## src/rtl/pmc_pkg.sv

```systemverilog
package pmc_pkg;
  parameter int ADDR_W = 12;
  parameter int CNT_N  = 32;
  localparam int IDX_W = $clog2(CNT_N);
  localparam int TAG_W = ADDR_W - IDX_W;

  localparam logic [ADDR_W-1:0] LO_BASE = 12'hC00;
  localparam logic [ADDR_W-1:0] HI_BASE = 12'hC80;
  localparam logic [TAG_W-1:0]  LO_TAG  = LO_BASE[ADDR_W-1:IDX_W];
  localparam logic [TAG_W-1:0]  HI_TAG  = HI_BASE[ADDR_W-1:IDX_W];

  typedef enum logic [1:0] {
    PL_USER = 2'b00,
    PL_SUP  = 2'b01,
    PL_RSVD = 2'b10,
    PL_MACH = 2'b11
  } priv_e;

  typedef struct packed {
    logic             lo;
    logic             hi;
    logic [IDX_W-1:0] idx;
  } win_t;
endpackage

```

## src/rtl/pmc_addr_decode.sv

```systemverilog
module pmc_addr_decode
  import pmc_pkg::*;
(
  input  logic [ADDR_W-1:0] addr,
  output win_t              win
);
  always_comb begin
    win.lo  = (addr[ADDR_W-1:IDX_W] == LO_TAG);
    win.hi  = (addr[ADDR_W-1:IDX_W] == HI_TAG);
    win.idx = addr[IDX_W-1:0];
  end
endmodule

```

## src/rtl/pmc_bit_pick.sv

```systemverilog
module pmc_bit_pick
  import pmc_pkg::*;
(
  input  logic [CNT_N-1:0] mask,
  input  logic [IDX_W-1:0] idx,
  output logic             bit_o
);
  logic [CNT_N-1:0] sel;
  genvar g;
  generate
    for (g = 0; g < CNT_N; g++) begin : g_sel
      assign sel[g] = mask[g] && (idx == IDX_W'(g));
    end
  endgenerate
  assign bit_o = |sel;
endmodule

```

## src/rtl/pmc_priv_gate.sv

```systemverilog
module pmc_priv_gate
  import pmc_pkg::*;
(
  input  win_t        win,
  input  logic [1:0]  priv,
  input  logic        virt_on,
  input  logic        rv32,
  input  logic        m_bit,
  input  logic        h_bit,
  output logic        hit,
  output logic        deny
);
  logic below_m, wide_hi, m_deny, h_deny;
  always_comb begin
    hit     = win.lo || win.hi;
    below_m = (priv != PL_MACH);
    wide_hi = win.hi && !rv32;
    m_deny  = below_m && !m_bit;
    h_deny  = below_m && virt_on && !h_bit;
    deny    = hit && (wide_hi || m_deny || h_deny);
  end
endmodule

```

## src/rtl/pmc_access_check.sv

```systemverilog
module pmc_access_check
  import pmc_pkg::*;
(
  input  logic [11:0] csr_addr,
  input  logic [1:0]  priv,
  input  logic        virt_on,
  input  logic        rv32,
  input  logic [31:0] mcnt_en,
  input  logic [31:0] hcnt_en,
  output logic        ctr_hit,
  output logic        illegal
);
  win_t win;
  logic m_bit, h_bit;

  pmc_addr_decode u_dec (.addr(csr_addr), .win(win));
  pmc_bit_pick u_mpick (.mask(mcnt_en), .idx(win.idx), .bit_o(m_bit));
  pmc_bit_pick u_hpick (.mask(hcnt_en), .idx(win.idx), .bit_o(h_bit));
  pmc_priv_gate u_gate (
    .win(win), .priv(priv), .virt_on(virt_on), .rv32(rv32),
    .m_bit(m_bit), .h_bit(h_bit), .hit(ctr_hit), .deny(illegal)
  );
endmodule

```

## config.mk

```make
export PLATFORM = sky130hd
export DESIGN_NAME = pmc_access_check
export DESIGN_NICKNAME = d
export VERILOG_FILES = /design/src/rtl/pmc_pkg.sv /design/src/rtl/pmc_addr_decode.sv /design/src/rtl/pmc_bit_pick.sv /design/src/rtl/pmc_priv_gate.sv /design/src/rtl/pmc_access_check.sv
export SDC_FILE = /design/constraint.sdc
export NUM_CORES = 1
export LEC_CHECK = 0
export BUFFER_PORTS_ARGS = -buffer_cell sky130_fd_sc_hd__buf_4
export CORE_AREA = 2 2 53 55
export DETAILED_ROUTE_END_ITERATION = 7
export DIE_AREA = 0 0 55 57
export PLACE_DENSITY = 0.77
export SYNTH_ARGS = -nofsm -noshare
export SYNTH_HDL_FRONTEND = slang
export SYNTH_HIERARCHICAL = 1
export SYNTH_SLANG_ARGS = --single-unit
```

## constraint.sdc

```tcl
create_clock -name vclk -period 6.4
set_clock_uncertainty 0.15 [all_clocks]
set_input_delay 0.96 -clock vclk [all_inputs]
set_output_delay 0.96 -clock vclk [all_outputs]
set_load 0.05 [all_outputs]
```

== Word-level counts from Yosys, hierarchy flattened ==
Cells that the tools add are included.
Storage, ports and cells
  bits of input ports: 80
  register bits: 0
Cells by class
  reduce and logical (&&, ||, !) cells: 78
  equality and inequality tests: 34
Operators with widths (number)
  $eq 5x5->1 const B: 16
  $logic_and 1x1->1: 69
  $reduce_or 32->1: 2
  $eq 5x4->1 const B: 8
  $eq 5x3->1 const B: 4
  $eq 7x7->1 const B: 2
  $eq 5x2->1 const B: 2
  $eq 5x1->1 const B: 1
  $logic_not 5->1: 1
  $logic_not 1->1: 3
  $logic_or 1x1->1: 3
  $ne 2x2->1 const B: 1

== Logic depth before layout (Yosys ltp) ==
Gate-level depths: netlist of the first run.
  depth in word-level cells: 8
  mapped depth: 9
  depth with buffers taken out: 7

== Modules after synthesis ==
The synthesis of the first run kept the hierarchy.
By module, submodules not included
  pmc_bit_pick: area an instance 351.6 um2, cells each 52, instances 2
  pmc_addr_decode: area an instance 73.8 um2, cells each 9, instances 1
  pmc_priv_gate: area an instance 35.0 um2, cells each 6, instances 1

== Worst setup path after synthesis of the first run ==
OpenSTA, ideal clock, no wires.
  path type: input to output
  from: input port csr_addr[0]
  to: output port illegal
  stages: 7
  path buffers: 2
  arrival: 2.690 ns
  slack: 2.600 ns
  required time: 5.290 ns
  cells stage by stage: buf_4 > buf_6 > mux4_2 > a311oi_1 > a22oi_1 > o21ai_0 > a32o_1
Between the ends
  elaborated cells between the ends (all ways): 105
  classes of those cells: eq/ne: 31; reduce/logical: 74
RTL lines
  start: declaration: RTL line pmc_access_check.sv:4  | input logic [11:0] csr_addr,
  $eq 5x1->1, or another cell as far along: RTL line pmc_bit_pick.sv:12  | assign sel[g] = mask[g] && (idx == IDX_W'(g));
  $logic_and 1x1->1: RTL line pmc_bit_pick.sv:12
  $reduce_or 32->1 (*): RTL line pmc_bit_pick.sv:15  | assign bit_o = |sel;
  net h_bit: RTL line pmc_access_check.sv:14  | logic m_bit, h_bit;
  $logic_not 1->1 (*): RTL line pmc_priv_gate.sv:19  | h_deny = below_m && virt_on && !h_bit;
  $logic_and 1x1->1 (*): RTL line pmc_priv_gate.sv:19
  $logic_or 1x1->1 (*): RTL line pmc_priv_gate.sv:20  | deny = hit && (wide_hi || m_deny || h_deny);
  $logic_and 1x1->1 (*): RTL line pmc_priv_gate.sv:20
  end: declaration: RTL line pmc_access_check.sv:11  | output logic illegal
Mark *: on every way through the listed nets, which the timed path passes. The rest lies on a longest branch.

== Worst setup path in the final report of the first run ==
Same ends and word-level chain as after synthesis.

==> qor_table.md, run 1 <==
| Group | Item | This run |
|:---|:---|:---|
| run status | Result of the run | complete, no violations |
| place | Worst slack at placement | 2.39 ns |
| routing | Total iterations of the first detailed-routing run | 4 |
| clocking | Resized Gates After CTS | 0 |
| critical path | Worst Path Required | 5.29 ns |
| global route | First-pass GRT wire length | 4310 µm |
| timing | Max_slew headroom | 0.807 |
| logic synthesis | Share of the yosys chip area belonging to registers | 0 |
| global route | Vias in the first global route | 1114 |
| global route | Global routing usage on met1 | 0.190 |
| global route | Met3 Track Usage GR | 0.0131 |
| clocking | Setup Buffers After CTS | 0 |
| routing | Via total after detailed routing | 1182 |
| critical path | Startpoint kind of the worst setup timing path | input port |
| place | Placed wire-length estimate | 2210 µm |
| timing | Finish-stage setup viols | 0 |
| timing | Final worst slack | 2.40 ns |
| finish | Final net count | 270 |
| floorplan | Die Ht | 57 µm |
| logic synthesis | Share of Yosys cell area claimed by the top area cell type | 0.111 |
| min path | Hold depth | 4 |
| pwr | Share of total power in combinational logic | 1.000 |
| job | Max-capacitance violation count | 0 |
| timing | Slew @ Worst Pin | 0.286 ns |
| pwr | Net Sw Frac | 0.379 |
| min path | Class of the most critical hold timing path | input port to primary output |
| critical path | Data arrival time of the worst path | 2.89 ns |
| logic synthesis | Main area contributors after synthesis | sky130_fd_sc_hd__mux2_2 (11%), sky130_fd_sc_hd__a21oi_1 (7.4%), sky130_fd_sc_hd__mux4_2 (5.5%) |
| floorplan | Core region area | 0.00262 mm² |
| global route | Global route hottest layer | met2 |
| finish | Final non-filler cell area | 0.00138 mm² |
| timing | Count of final max-slew check failures | 0 |
| routing | Iter 0 DRT Violations | 20 |
| timing | Setup repair after global routing missed its margin | no |
| global route | GRT Total Usage | 0.171 |
| place | Port bufs | 82 |
| logic synthesis | Unique cell type count in the Yosys netlist | 31 |
| logic synthesis | Synth cell count leaders | sky130_fd_sc_hd__a21oi_1 (12), sky130_fd_sc_hd__nand2_1 (9), sky130_fd_sc_hd__inv_1 (8), sky130_fd_sc_hd__mux2_2 (8) |
| pwr | Switching power | 0.0299 mW |
| finish | Fill cell instance count of the final layout | 266 |
| timing | Count of endpoints failing hold in the final timing report | 0 |
| floorplan | Full die area | 0.00314 mm² |
| timing | Share of the clock period used by the worst path | 0.626 |
| pwr | Max IR drop VDD | 0.0413 mV |
| logic synthesis | Total of warnings raised by yosys | 6 |
| timing | Setup TNS after final layout | 0 ns |
| pwr | Areal power density over the cells | 57.3 mW/mm² |
| finish | Final-layout clock buffer total | 0 |
| place | Post-DP Area | 0.00138 mm² |
| finish | Sequential cell area in the final layout | 0 µm² |
| floorplan | Effective utilization at floorplan | 0.311 |
| floorplan | Row count | 19 |
| timing | Upper clock frequency limit | 250 MHz |
| global route | GRT met2 Usage | 0.352 |
| global route | Pin count of the biggest net entering global routing | 31 |
| finish | Fraction of final layout cells with drive strength greater than 1 | 0.500 |
| logic synthesis | Synthesized Nets | 199 |
| logic synthesis | Top-count cell post-synth | sky130_fd_sc_hd__a21oi_1 |
| routing | WL/cell | 12.9 µm |
| finish | FFs & Latches | 0 |
| logic synthesis | Cell Area, Synth | 812 µm² |
| routing | Detailed Route WL | 2830 µm |
| pwr | Clock group share of total power | 0 |
| clocking | Hold-fix buffers at CTS | 0 |
| floorplan | Number of top-level design ports | 82 |
| global route | Initial antenna violation count | 0 |
| routing | Residual DRC | 0 |
| logic synthesis | Cell type with the highest aggregate area in the netlist | sky130_fd_sc_hd__mux2_2 |
| pwr | Internal power component | 0.0489 mW |
| routing | Vias per cell | 5.40 |
| critical path | Worst Setup Path Type | input port to primary output |
| pwr | Static leakage power | 0.645 nW |
| finish | Layout area overhead | 69.5% |
| floorplan | Die span in x | 55 µm |
| critical path | Type of element capturing the critical path | primary output |
| routing | Post-route ant nets | 0 |
| critical path | Top fanout value on the critical path | 24 |
| timing | Final period demand of the worst path | 4.00 ns |
| logic synthesis | Mapped Avg Cell Area | 6.82 µm² |
| logic synthesis | Number of instances in the synthesized netlist | 119 |
| finish | Final antenna diode count | 0 |
| global route | Aggregate global routing overflow | 0 |
| finish | Area of the multi-input gates | 692 µm² |
| pwr | Sequential Power Share | 0 |
| place | GPL Wtd Cong | 0.706 |
## power groups by stage
stage          clock network, mW  registers, mW  logic (mW)
6_report                       0              0      0.0788
5_1_grt                        0              0      0.0859
3_3_place_gp                   0              0      0.0768
2_1_floorplan                  0              0      0.0397
3_5_place_dp                   0              0      0.0787
4_1_cts                        0              0      0.0789
## cells by family (layout without fill, tap and decap cells)
kind of cell           after synthesis  in the layout  share of synthesized area
multiplexers                        14             14                      0.216
AND/OR/NAND/NOR                     46             46                      0.344
AO/OA/AOI/OAI                       38             38                      0.293
buffers and inverters               21             90                      0.148
## final timing paths
path | endpoint | slack, ns | startpoint
hold / removal | illegal | 2.23 | rv32
setup / recovery | illegal | 2.40 | csr_addr[0]
## cells in the final DEF, fill, tap and decap left out, types with 2 or more instances in the layout
cell type	instances
sky130_fd_sc_hd__o21ai_0	7
sky130_fd_sc_hd__nand2_1	9
sky130_fd_sc_hd__a221oi_1	4
sky130_fd_sc_hd__nor3b_1	2
sky130_fd_sc_hd__buf_4	82
sky130_fd_sc_hd__nand3_1	4
sky130_fd_sc_hd__a311oi_1	2
sky130_fd_sc_hd__a31oi_1	6
sky130_fd_sc_hd__and4b_1	2
sky130_fd_sc_hd__mux2_2	8
sky130_fd_sc_hd__nor4bb_1	2
sky130_fd_sc_hd__a22oi_1	4
sky130_fd_sc_hd__nand4_1	2
sky130_fd_sc_hd__and2_1	2
sky130_fd_sc_hd__nand2b_1	2
sky130_fd_sc_hd__mux2i_1	4
sky130_fd_sc_hd__inv_1	8
sky130_fd_sc_hd__mux4_2	2
sky130_fd_sc_hd__nor2_1	7
sky130_fd_sc_hd__nor2b_1	2
sky130_fd_sc_hd__nand3b_1	3
sky130_fd_sc_hd__a21oi_1	12
sky130_fd_sc_hd__nand4b_1	2
sky130_fd_sc_hd__o22ai_1	2
sky130_fd_sc_hd__nor3_1	4
## worst max-delay path, cell delays in order
cell and delay, ns:
sky130_fd_sc_hd__buf_4 0.24, sky130_fd_sc_hd__mux2_2 0.36, sky130_fd_sc_hd__a221oi_1 0.31, sky130_fd_sc_hd__nor3_1 0.09, sky130_fd_sc_hd__a311oi_1 0.21, sky130_fd_sc_hd__a22oi_1 0.13
sky130_fd_sc_hd__o21ai_0 0.20, sky130_fd_sc_hd__a32o_1 0.20, sky130_fd_sc_hd__buf_4 0.19
## layout make-up
class | instances | area share
multi-input combinational | 98 | 0.503
inverter | 8 | 0.0218
tap | 31 | 0.0282
timing repair buffer | 82 | 0.447
## metal layers
layer | share of wire | routed length [µm]
met5 | 0 | 0
met3 | 0.081 | 229
met4 | 0 | 0
met2 | 0.52 | 1480
met1 | 0.40 | 1130
## metrics by stage
step                      hold WS, ns   util  power, mW  std cells
after detailed placement         2.24  0.526     0.0787        219
final                            2.23  0.526     0.0788        219
after CTS                        2.24  0.526     0.0789        219
after global routing             2.26  0.526     0.0859        219
after floorplan                  2.09      -     0.0397        119
after global placement           2.22  0.526     0.0768        219
Power figures use the tool's default switching activity.
==> run 2: changes to the inputs <==
--- a/config.mk
+++ b/config.mk
@@ -5,11 +5,12 @@
 export SDC_FILE = /design/constraint.sdc
 export NUM_CORES = 1
 export LEC_CHECK = 0
+export ABC_AREA = 1
 export BUFFER_PORTS_ARGS = -buffer_cell sky130_fd_sc_hd__buf_4
-export CORE_AREA = 2 2 53 55
+export CORE_AREA = 2 2 55 57
 export DETAILED_ROUTE_END_ITERATION = 7
-export DIE_AREA = 0 0 55 57
-export PLACE_DENSITY = 0.77
+export DIE_AREA = 0 0 57 59
+export PLACE_DENSITY = 0.75
 export SYNTH_ARGS = -nofsm -noshare
 export SYNTH_HDL_FRONTEND = slang
 export SYNTH_HIERARCHICAL = 1
==> constraint.sdc (replaced) <==
create_clock -name vclk -period 3.9
set_clock_uncertainty 0.15 [all_clocks]
set_input_delay 0.585 -clock vclk [all_inputs]
set_output_delay 0.585 -clock vclk [all_outputs]
set_load 0.05 [all_outputs]
==> run 2 against run 1 <==
Worst hold slack lost 0.83 ns. Largest power group unchanged. Design area increased by 9.1%. Synthesized cell count grew 67%. Utilization grew 2.8 points. Via count increased by 22%. Total power rose by 61%. Die area is 7.3% higher.
==> qor_table.md, run 2 <==
| Group | Item | This run | vs previous |
|:---|:---|:---|:---|
| floorplan | Core region area | 0.00271 mm² | +3.6% |
| min path | Hold path startpoint | rv32 |  |
| timing | Setup TNS after final layout | 0 ns | unchanged |
| critical path | Worst Path Required | 3.16 ns | -2.13 ns |
| min path | Sink of the worst hold path | illegal |  |
| finish | Layout area overhead | 69.7% |  |
| critical path | Worst Setup Path Type | input port to primary output |  |
| critical path | Top fanout value on the critical path | 8 | -67% |
| floorplan | Effective utilization at floorplan | 0.326 | +0.0159 |
| floorplan | Number of top-level design ports | 82 | unchanged |
| clocking | Hold-fix buffers at CTS | 0 | unchanged |
| timing | Upper clock frequency limit | 357 MHz |  |
| finish | FFs & Latches | 0 | unchanged |
| routing | WL/cell | 10.5 µm | -19% |
| clocking | Resized Gates After CTS | 0 | unchanged |
| job | Max-capacitance violation count | 0 | unchanged |
| timing | Max_slew headroom | 0.651 | -0.155 |
| place | Port bufs | 82 | unchanged |
| finish | Sequential cell area in the final layout | 0 µm² | unchanged |
| floorplan | Full die area | 0.00336 mm² | +7.3% |
| routing | Detailed Route WL | 3210 µm | +13% |
| timing | Min Hold Slack | 1.40 ns | -0.830 ns |
| place | Placed wire-length estimate | 2740 µm | +24% |
| pwr | Areal power density over the cells | 84.4 mW/mm² | +47% |
| place | GPL Wtd Cong | 0.909 | +29% |
| logic synthesis | Unique cell type count in the Yosys netlist | 10 | -68% |
| logic synthesis | Synthesized Nets | 279 | +40% |
| finish | Fraction of final layout cells with drive strength greater than 1 | 0.355 | -0.145 |
| routing | Residual DRC | 0 | unchanged |
| logic synthesis | Synth cell count leaders | sky130_fd_sc_hd__nand2_1 (66), sky130_fd_sc_hd__nand3_1 (47), sky130_fd_sc_hd__nor2_1 (43), sky130_fd_sc_hd__inv_1 (22), sky130_fd_sc_hd__nor2_2 (6) |  |
| timing | Final period demand of the worst path | 2.80 ns |  |
| timing | Finish-stage setup viols | 0 | unchanged |
| timing | Count of endpoints failing hold in the final timing report | 0 | unchanged |
| routing | Total iterations of the first detailed-routing run | 4 | unchanged |
| global route | Initial antenna violation count | 0 | unchanged |
| global route | First-pass GRT wire length | 5070 µm | +18% |
| finish | Most common cell after layout, fill and taps aside | sky130_fd_sc_hd__buf_4 |  |
| global route | Vias in the first global route | 1250 | +12% |
| logic synthesis | Cell type with the highest aggregate area in the netlist | sky130_fd_sc_hd__nand2_1 |  |
| pwr | Tot Pwr | 0.127 mW | +61% |
| finish | Highest-count cells in the layout ignoring fill and taps | sky130_fd_sc_hd__buf_4 (82), sky130_fd_sc_hd__nand2_1 (66), sky130_fd_sc_hd__nand3_1 (47), sky130_fd_sc_hd__nor2_1 (43), sky130_fd_sc_hd__inv_1 (22) |  |
| routing | Iter 0 DRT Violations | 50 | +150% |
| finish | Final non-filler cell area | 0.00150 mm² | +9.1% |
| logic synthesis | Top-count cell post-synth | sky130_fd_sc_hd__nand2_1 |  |
| finish | Final-layout clock buffer total | 0 | unchanged |
| pwr | Static leakage power | 0.942 nW | +46% |
| place | Post-DP Area | 0.00150 mm² | +9.1% |
| timing | Count of final max-slew check failures | 0 | unchanged |
| critical path | Type of element capturing the critical path | primary output |  |
| global route | Pin count of the biggest net entering global routing | 11 | -65% |
| run status | Result of the run | complete, no violations |  |
| global route | Aggregate global routing overflow | 0 | unchanged |
| logic synthesis | Number of instances in the synthesized netlist | 199 | +67% |
| clocking | Setup Buffers After CTS | 0 | unchanged |
| critical path | Startpoint kind of the worst setup timing path | input port |  |
| routing | Via total after detailed routing | 1443 | +22% |
| finish | Final antenna diode count | 0 | unchanged |
| min path | Class of the most critical hold timing path | input port to primary output |  |
| routing | Post-route ant nets | 0 | unchanged |
| logic synthesis | Share of the yosys chip area belonging to registers | 0 | unchanged |
| timing | Share of the clock period used by the worst path | 0.717 |  |
| floorplan | Row count | 19 | unchanged |
| logic synthesis | Main area contributors after synthesis | sky130_fd_sc_hd__nand2_1 (28%), sky130_fd_sc_hd__nand3_1 (27%), sky130_fd_sc_hd__nor2_1 (18%) |  |
| floorplan | Die span in x | 57 µm | +3.6% |
| timing | Setup repair after global routing missed its margin | no |  |
| logic synthesis | Cell Area, Synth | 885 µm² | +8.9% |
| routing | Vias per cell | 4.70 | -13% |
| logic synthesis | Mapped Avg Cell Area | 4.45 µm² | -35% |
| logic synthesis | Total of warnings raised by yosys | 6 | unchanged |
| global route | GRT Total Usage | 0.182 | +0.0103 |
| pwr | Max IR drop VDD | 0.0408 mV | -1.4% |
| floorplan | Die Ht | 59 µm | +3.5% |
| logic synthesis | Share of Yosys cell area claimed by the top area cell type | 0.280 | +0.169 |
| critical path | Data arrival time of the worst path | 2.06 ns | -0.83 ns |
| finish | Final net count | 358 | +33% |
| timing | Slew @ Worst Pin | 0.521 ns | +0.235 ns |
| min path | Hold depth | 5 | +1 |
==> run 2: per-stage QoR <==
step           cells   util  setup WS [ns]
6_report         307  0.554           1.10
5_1_grt          307  0.554          0.887
4_1_cts          307  0.554           1.10
3_5_place_dp     307  0.554           1.09
3_3_place_gp     307  0.554           1.10
2_1_floorplan    199      -           1.29
==> run 2: worst max-delay path by stage <==
stage,start,end,depth (start not counted)
detailed placement,csr_addr[3],illegal,14
global placement,csr_addr[2],illegal,14
floorplan,csr_addr[3],illegal,13
finish,csr_addr[3],illegal,14
CTS,csr_addr[3],illegal,14
global route,csr_addr[2],illegal,14
==> run 2: cells by family (layout without fill, tap and decap cells) <==
group                  count (synthesis)  in the layout  share of synthesized area
AOI/OAI and AO/OA                      2              2                     0.0198
buffers and inverters                 29            106                      0.144
and+or+nand+nor                      168            168                      0.836
==> run 2: layer usage <==
metal | global-route usage | share of wire | vias to the layer above
li1 | - | - | 773
met1 | 0.235 | 0.43 | 608
met2 | 0.342 | 0.47 | 62
met3 | 0.0240 | 0.10 | 0
met4 | 0 | 0 | 0
met5 | 0 | 0 | -
==> run 2: layout make-up <==
type	instances	area, µm²
Inverter	24	90.1
Fill cell	308	1210
Timing Repair Buffer	82	616
Multi-Input combinational cell	170	757
Tap cell	31	38.8
==> run 2: report_power, final <==
| group | total (mW) | switching [mW] | internal (mW) |
|---|---|---|---|
| combinational | 0.127 | 0.0565 | 0.0702 |
| sequential | 0 | 0 | 0 |
| clock | 0 | 0 | 0 |
| total | 0.127 | 0.0565 | 0.0702 |
==> run 2: worst max-delay path: stages <==
cell,delay [ns]
sky130_fd_sc_hd__buf_4,0.13
sky130_fd_sc_hd__nor2_1,0.42
sky130_fd_sc_hd__nand3_1,0.14
sky130_fd_sc_hd__nand2_1,0.10
sky130_fd_sc_hd__nor2_1,0.05
sky130_fd_sc_hd__nand3_1,0.08
sky130_fd_sc_hd__nor2_1,0.05
sky130_fd_sc_hd__nor2_1,0.09
sky130_fd_sc_hd__inv_1,0.04
sky130_fd_sc_hd__nand2_1,0.05
sky130_fd_sc_hd__nand2_1,0.04
sky130_fd_sc_hd__nand2_1,0.06
sky130_fd_sc_hd__nand2_1,0.04
sky130_fd_sc_hd__buf_4,0.18
==> run 3: changes to the inputs <==
--- a/config.mk
+++ b/config.mk
@@ -5,12 +5,12 @@
 export SDC_FILE = /design/constraint.sdc
 export NUM_CORES = 1
 export LEC_CHECK = 0
-export ABC_AREA = 1
+export ABC_AREA = 0
 export BUFFER_PORTS_ARGS = -buffer_cell sky130_fd_sc_hd__buf_4
-export CORE_AREA = 2 2 55 57
+export CORE_AREA = 2 2 53 55
 export DETAILED_ROUTE_END_ITERATION = 7
-export DIE_AREA = 0 0 57 59
-export PLACE_DENSITY = 0.75
+export DIE_AREA = 0 0 55 57
+export PLACE_DENSITY = 0.8
 export SYNTH_ARGS = -nofsm -noshare
 export SYNTH_HDL_FRONTEND = slang
 export SYNTH_HIERARCHICAL = 1
==> constraint.sdc (replaced) <==
create_clock -name vclk -period 2.35
set_clock_uncertainty 0.15 [all_clocks]
set_input_delay 0.3525 -clock vclk [all_inputs]
set_output_delay 0.3525 -clock vclk [all_outputs]
set_load 0.05 [all_outputs]
==> run 3 against run 2 <==
The flow now finishes with violations (setup timing). Sequential cell count unchanged. Combinational power is 92% higher. Sequential share of layout area unchanged. Die area shrank 6.8%. Cell count decreased by 23%. Utilization up 3.4 points. First-iteration DRC count fell by 22%. Non-clock buffer count is 17 higher. Worst hold slack lost 0.41 ns. Critical endpoint unchanged. Largest cell class is now buffers.
==> qor_table.md, run 3 (synthesized netlist as in run 1, its figures left out) <==
| Group | Item | This run | vs previous |
|:---|:---|:---|:---|
| run status | Result of the run | finished with violations |  |
| run status | Violated checks | setup timing |  |
| floorplan | Die span in x | 55 µm | -3.5% |
| global route | Vias in the first global route | 1142 | -8.6% |
| routing | WL/cell | 12.4 µm | +19% |
| critical path | Data arrival time of the worst path | 1.99 ns | -0.07 ns |
| timing | Final period demand of the worst path | 2.49 ns |  |
| critical path | Cell family with most CP delay | compound AO/OA/AOI/OAI gates |  |
| timing | Count of final max-slew check failures | 0 | unchanged |
| routing | Via total after detailed routing | 1205 | -16% |
| critical path | Max stage delay on crit path | 0.28 ns | -0.14 ns |
| floorplan | Core region area | 0.00262 mm² | -3.5% |
| critical path | Max stage delay cell, worst path | sky130_fd_sc_hd__a32o_2 |  |
| finish | FFs & Latches | 0 | unchanged |
| finish | Sequential cell area in the final layout | 0 µm² | unchanged |
| pwr | Max IR drop VDD | 0.0882 mV | +120% |
| floorplan | Number of top-level design ports | 82 | unchanged |
| timing | Count of endpoints failing hold in the final timing report | 0 | unchanged |
| finish | Final antenna diode count | 0 | unchanged |
| min path | Class of the most critical hold timing path | input port to primary output |  |
| routing | Residual DRC | 0 | unchanged |
| timing | Share of the clock period used by the worst path | 1.06 |  |
| routing | Detailed Route WL | 2930 µm | -8.7% |
| floorplan | Full die area | 0.00314 mm² | -6.8% |
| critical path | Worst Setup Path Type | input port to primary output |  |
| finish | Final-layout clock buffer total | 0 | unchanged |
| finish | Fraction of final layout cells with drive strength greater than 1 | 0.556 | +0.201 |
| timing | Max_slew headroom | 0.837 | +0.185 |
| timing | Final worst slack | -0.140 ns | -1.24 ns |
| global route | Initial antenna violation count | 0 | unchanged |
| place | GPL Wtd Cong | 0.948 | +4.3% |
| routing | Post-route ant nets | 0 | unchanged |
| finish | Area of the multi-input gates | 711 µm² | -6.1% |
| floorplan | Die Ht | 57 µm | -3.4% |
| critical path | Type of element capturing the critical path | primary output |  |
| finish | Most common cell after layout, fill and taps aside | sky130_fd_sc_hd__buf_4 |  |
| place | Placed wire-length estimate | 2420 µm | -12% |
| routing | Total iterations of the first detailed-routing run | 4 | unchanged |
| critical path | Top fanout value on the critical path | 6 | -2 |
| timing | Finish-stage setup viols | 1 | +1 |
| global route | Pin count of the biggest net entering global routing | 20 | +9 |
| timing | Setup repair after global routing missed its margin | yes |  |
| timing | Upper clock frequency limit | 402 MHz |  |
| critical path | Worst path buffer plus inverter count | 4 | +1 |
| global route | First-pass GRT wire length | 4480 µm | -12% |
| timing | Min Hold Slack | 0.987 ns | -0.409 ns |
| global route | Aggregate global routing overflow | 0 | unchanged |
| finish | Layout area overhead | 89.2% |  |
| timing | Slew @ Worst Pin | 0.245 ns | -0.276 ns |
| place | Worst slack at placement | -0.213 ns | -1.31 ns |
| job | Max-capacitance violation count | 0 | unchanged |
| finish | Highest-count cells in the layout ignoring fill and taps | sky130_fd_sc_hd__buf_4 (96), sky130_fd_sc_hd__a21oi_1 (12), sky130_fd_sc_hd__nand2_1 (9), sky130_fd_sc_hd__inv_1 (8) |  |
| place | Port bufs | 82 | unchanged |
| critical path | Cell chain of the critical path | buf_12 > buf_2 > buf_4 > nor2_1 > a31oi_1 > o22ai_1 > nor4bb_1 > a22oi_1 > o21ai_1 > a32o_2 > buf_6 |  |
| critical path | Worst Path Required | 1.85 ns | -1.31 ns |
| global route | GRT Total Usage | 0.181 | -0.000792 |
| pwr | Static leakage power | 0.750 nW | -20% |
| floorplan | Row count | 19 | unchanged |
| finish | Final net count | 287 | -20% |
| routing | Iter 0 DRT Violations | 39 | -22% |
| critical path | Startpoint kind of the worst setup timing path | input port |  |
| floorplan | Effective utilization at floorplan | 0.311 | -0.0159 |
| finish | Fill cell instance count of the final layout | 255 | -17% |
| routing | Vias per cell | 5.11 | +8.6% |
| pwr | Areal power density over the cells | 159 mW/mm² | +88% |
run 3: cell count changes in the layout (fill, tap and decap cells not counted), sizes merged, moves of 6 or more:
cell / change
a31oi: +6
nor2: -46
mux2: +8
nand3: -43
nand2: -59
buf: +17
o21ai: +7
inv: -16
a21oi: +12
run 3: final timing paths:
path                     from       to  slack, ns  cells past startpoint
setup / recovery  csr_addr[0]  illegal      -0.14                     11
hold / removal           rv32  illegal       0.99                      4
run 3: tightest hold or removal path, delay by kind of cell:
| kind | cells | cell delay, ns |
|---|---|---|
| buf+inv | 3 | 0.30 |
| compound gates | 1 | 0.12 |
run 3: area by class of cell:
type	count	share of cell area
Inverter	8	0.0195
Multi-Input combinational cell	98	0.463
Tap cell	31	0.0252
Timing Repair Buffer	99	0.493
run 3: repair_timing:
action	CTS	global route
hold buffers	0	0
setup buffers	2	0
endpoints found under the setup margin	1	1
pin swaps	6	4
gates resized for setup	6	0
run 3: stage by stage:
stage / setup TNS (ns) / area [µm²] / cells / utilization / power (mW)
after floorplan: -0.00975 / 831 / 119 / - / 0.112
after global placement: -0.166 / 1500 / 234 / 0.574 / 0.234
after detailed placement: -0.213 / 1500 / 234 / 0.574 / 0.237
after CTS: -0.138 / 1540 / 236 / 0.588 / 0.243
after global routing: -0.256 / 1540 / 236 / 0.588 / 0.266
final: -0.140 / 1540 / 236 / 0.588 / 0.244
run 3: layer usage:
| layer | vias up | GRT usage | wire (µm) |
|---|---|---|---|
| met4 | 0 | 0.0244 | 32 |
| li1 | 630 | - | - |
| met3 | 4 | 0.0105 | 274 |
| met1 | 516 | 0.223 | 1130 |
| met5 | - | 0 | 0 |
| met2 | 55 | 0.340 | 1500 |
run 3: where the power goes:
| group | internal [mW] | switching, mW | total (mW) |
|---|---|---|---|
| Combinational | 0.156 | 0.0878 | 0.244 |
| Clock | 0 | 0 | 0 |
| Sequential | 0 | 0 | 0 |
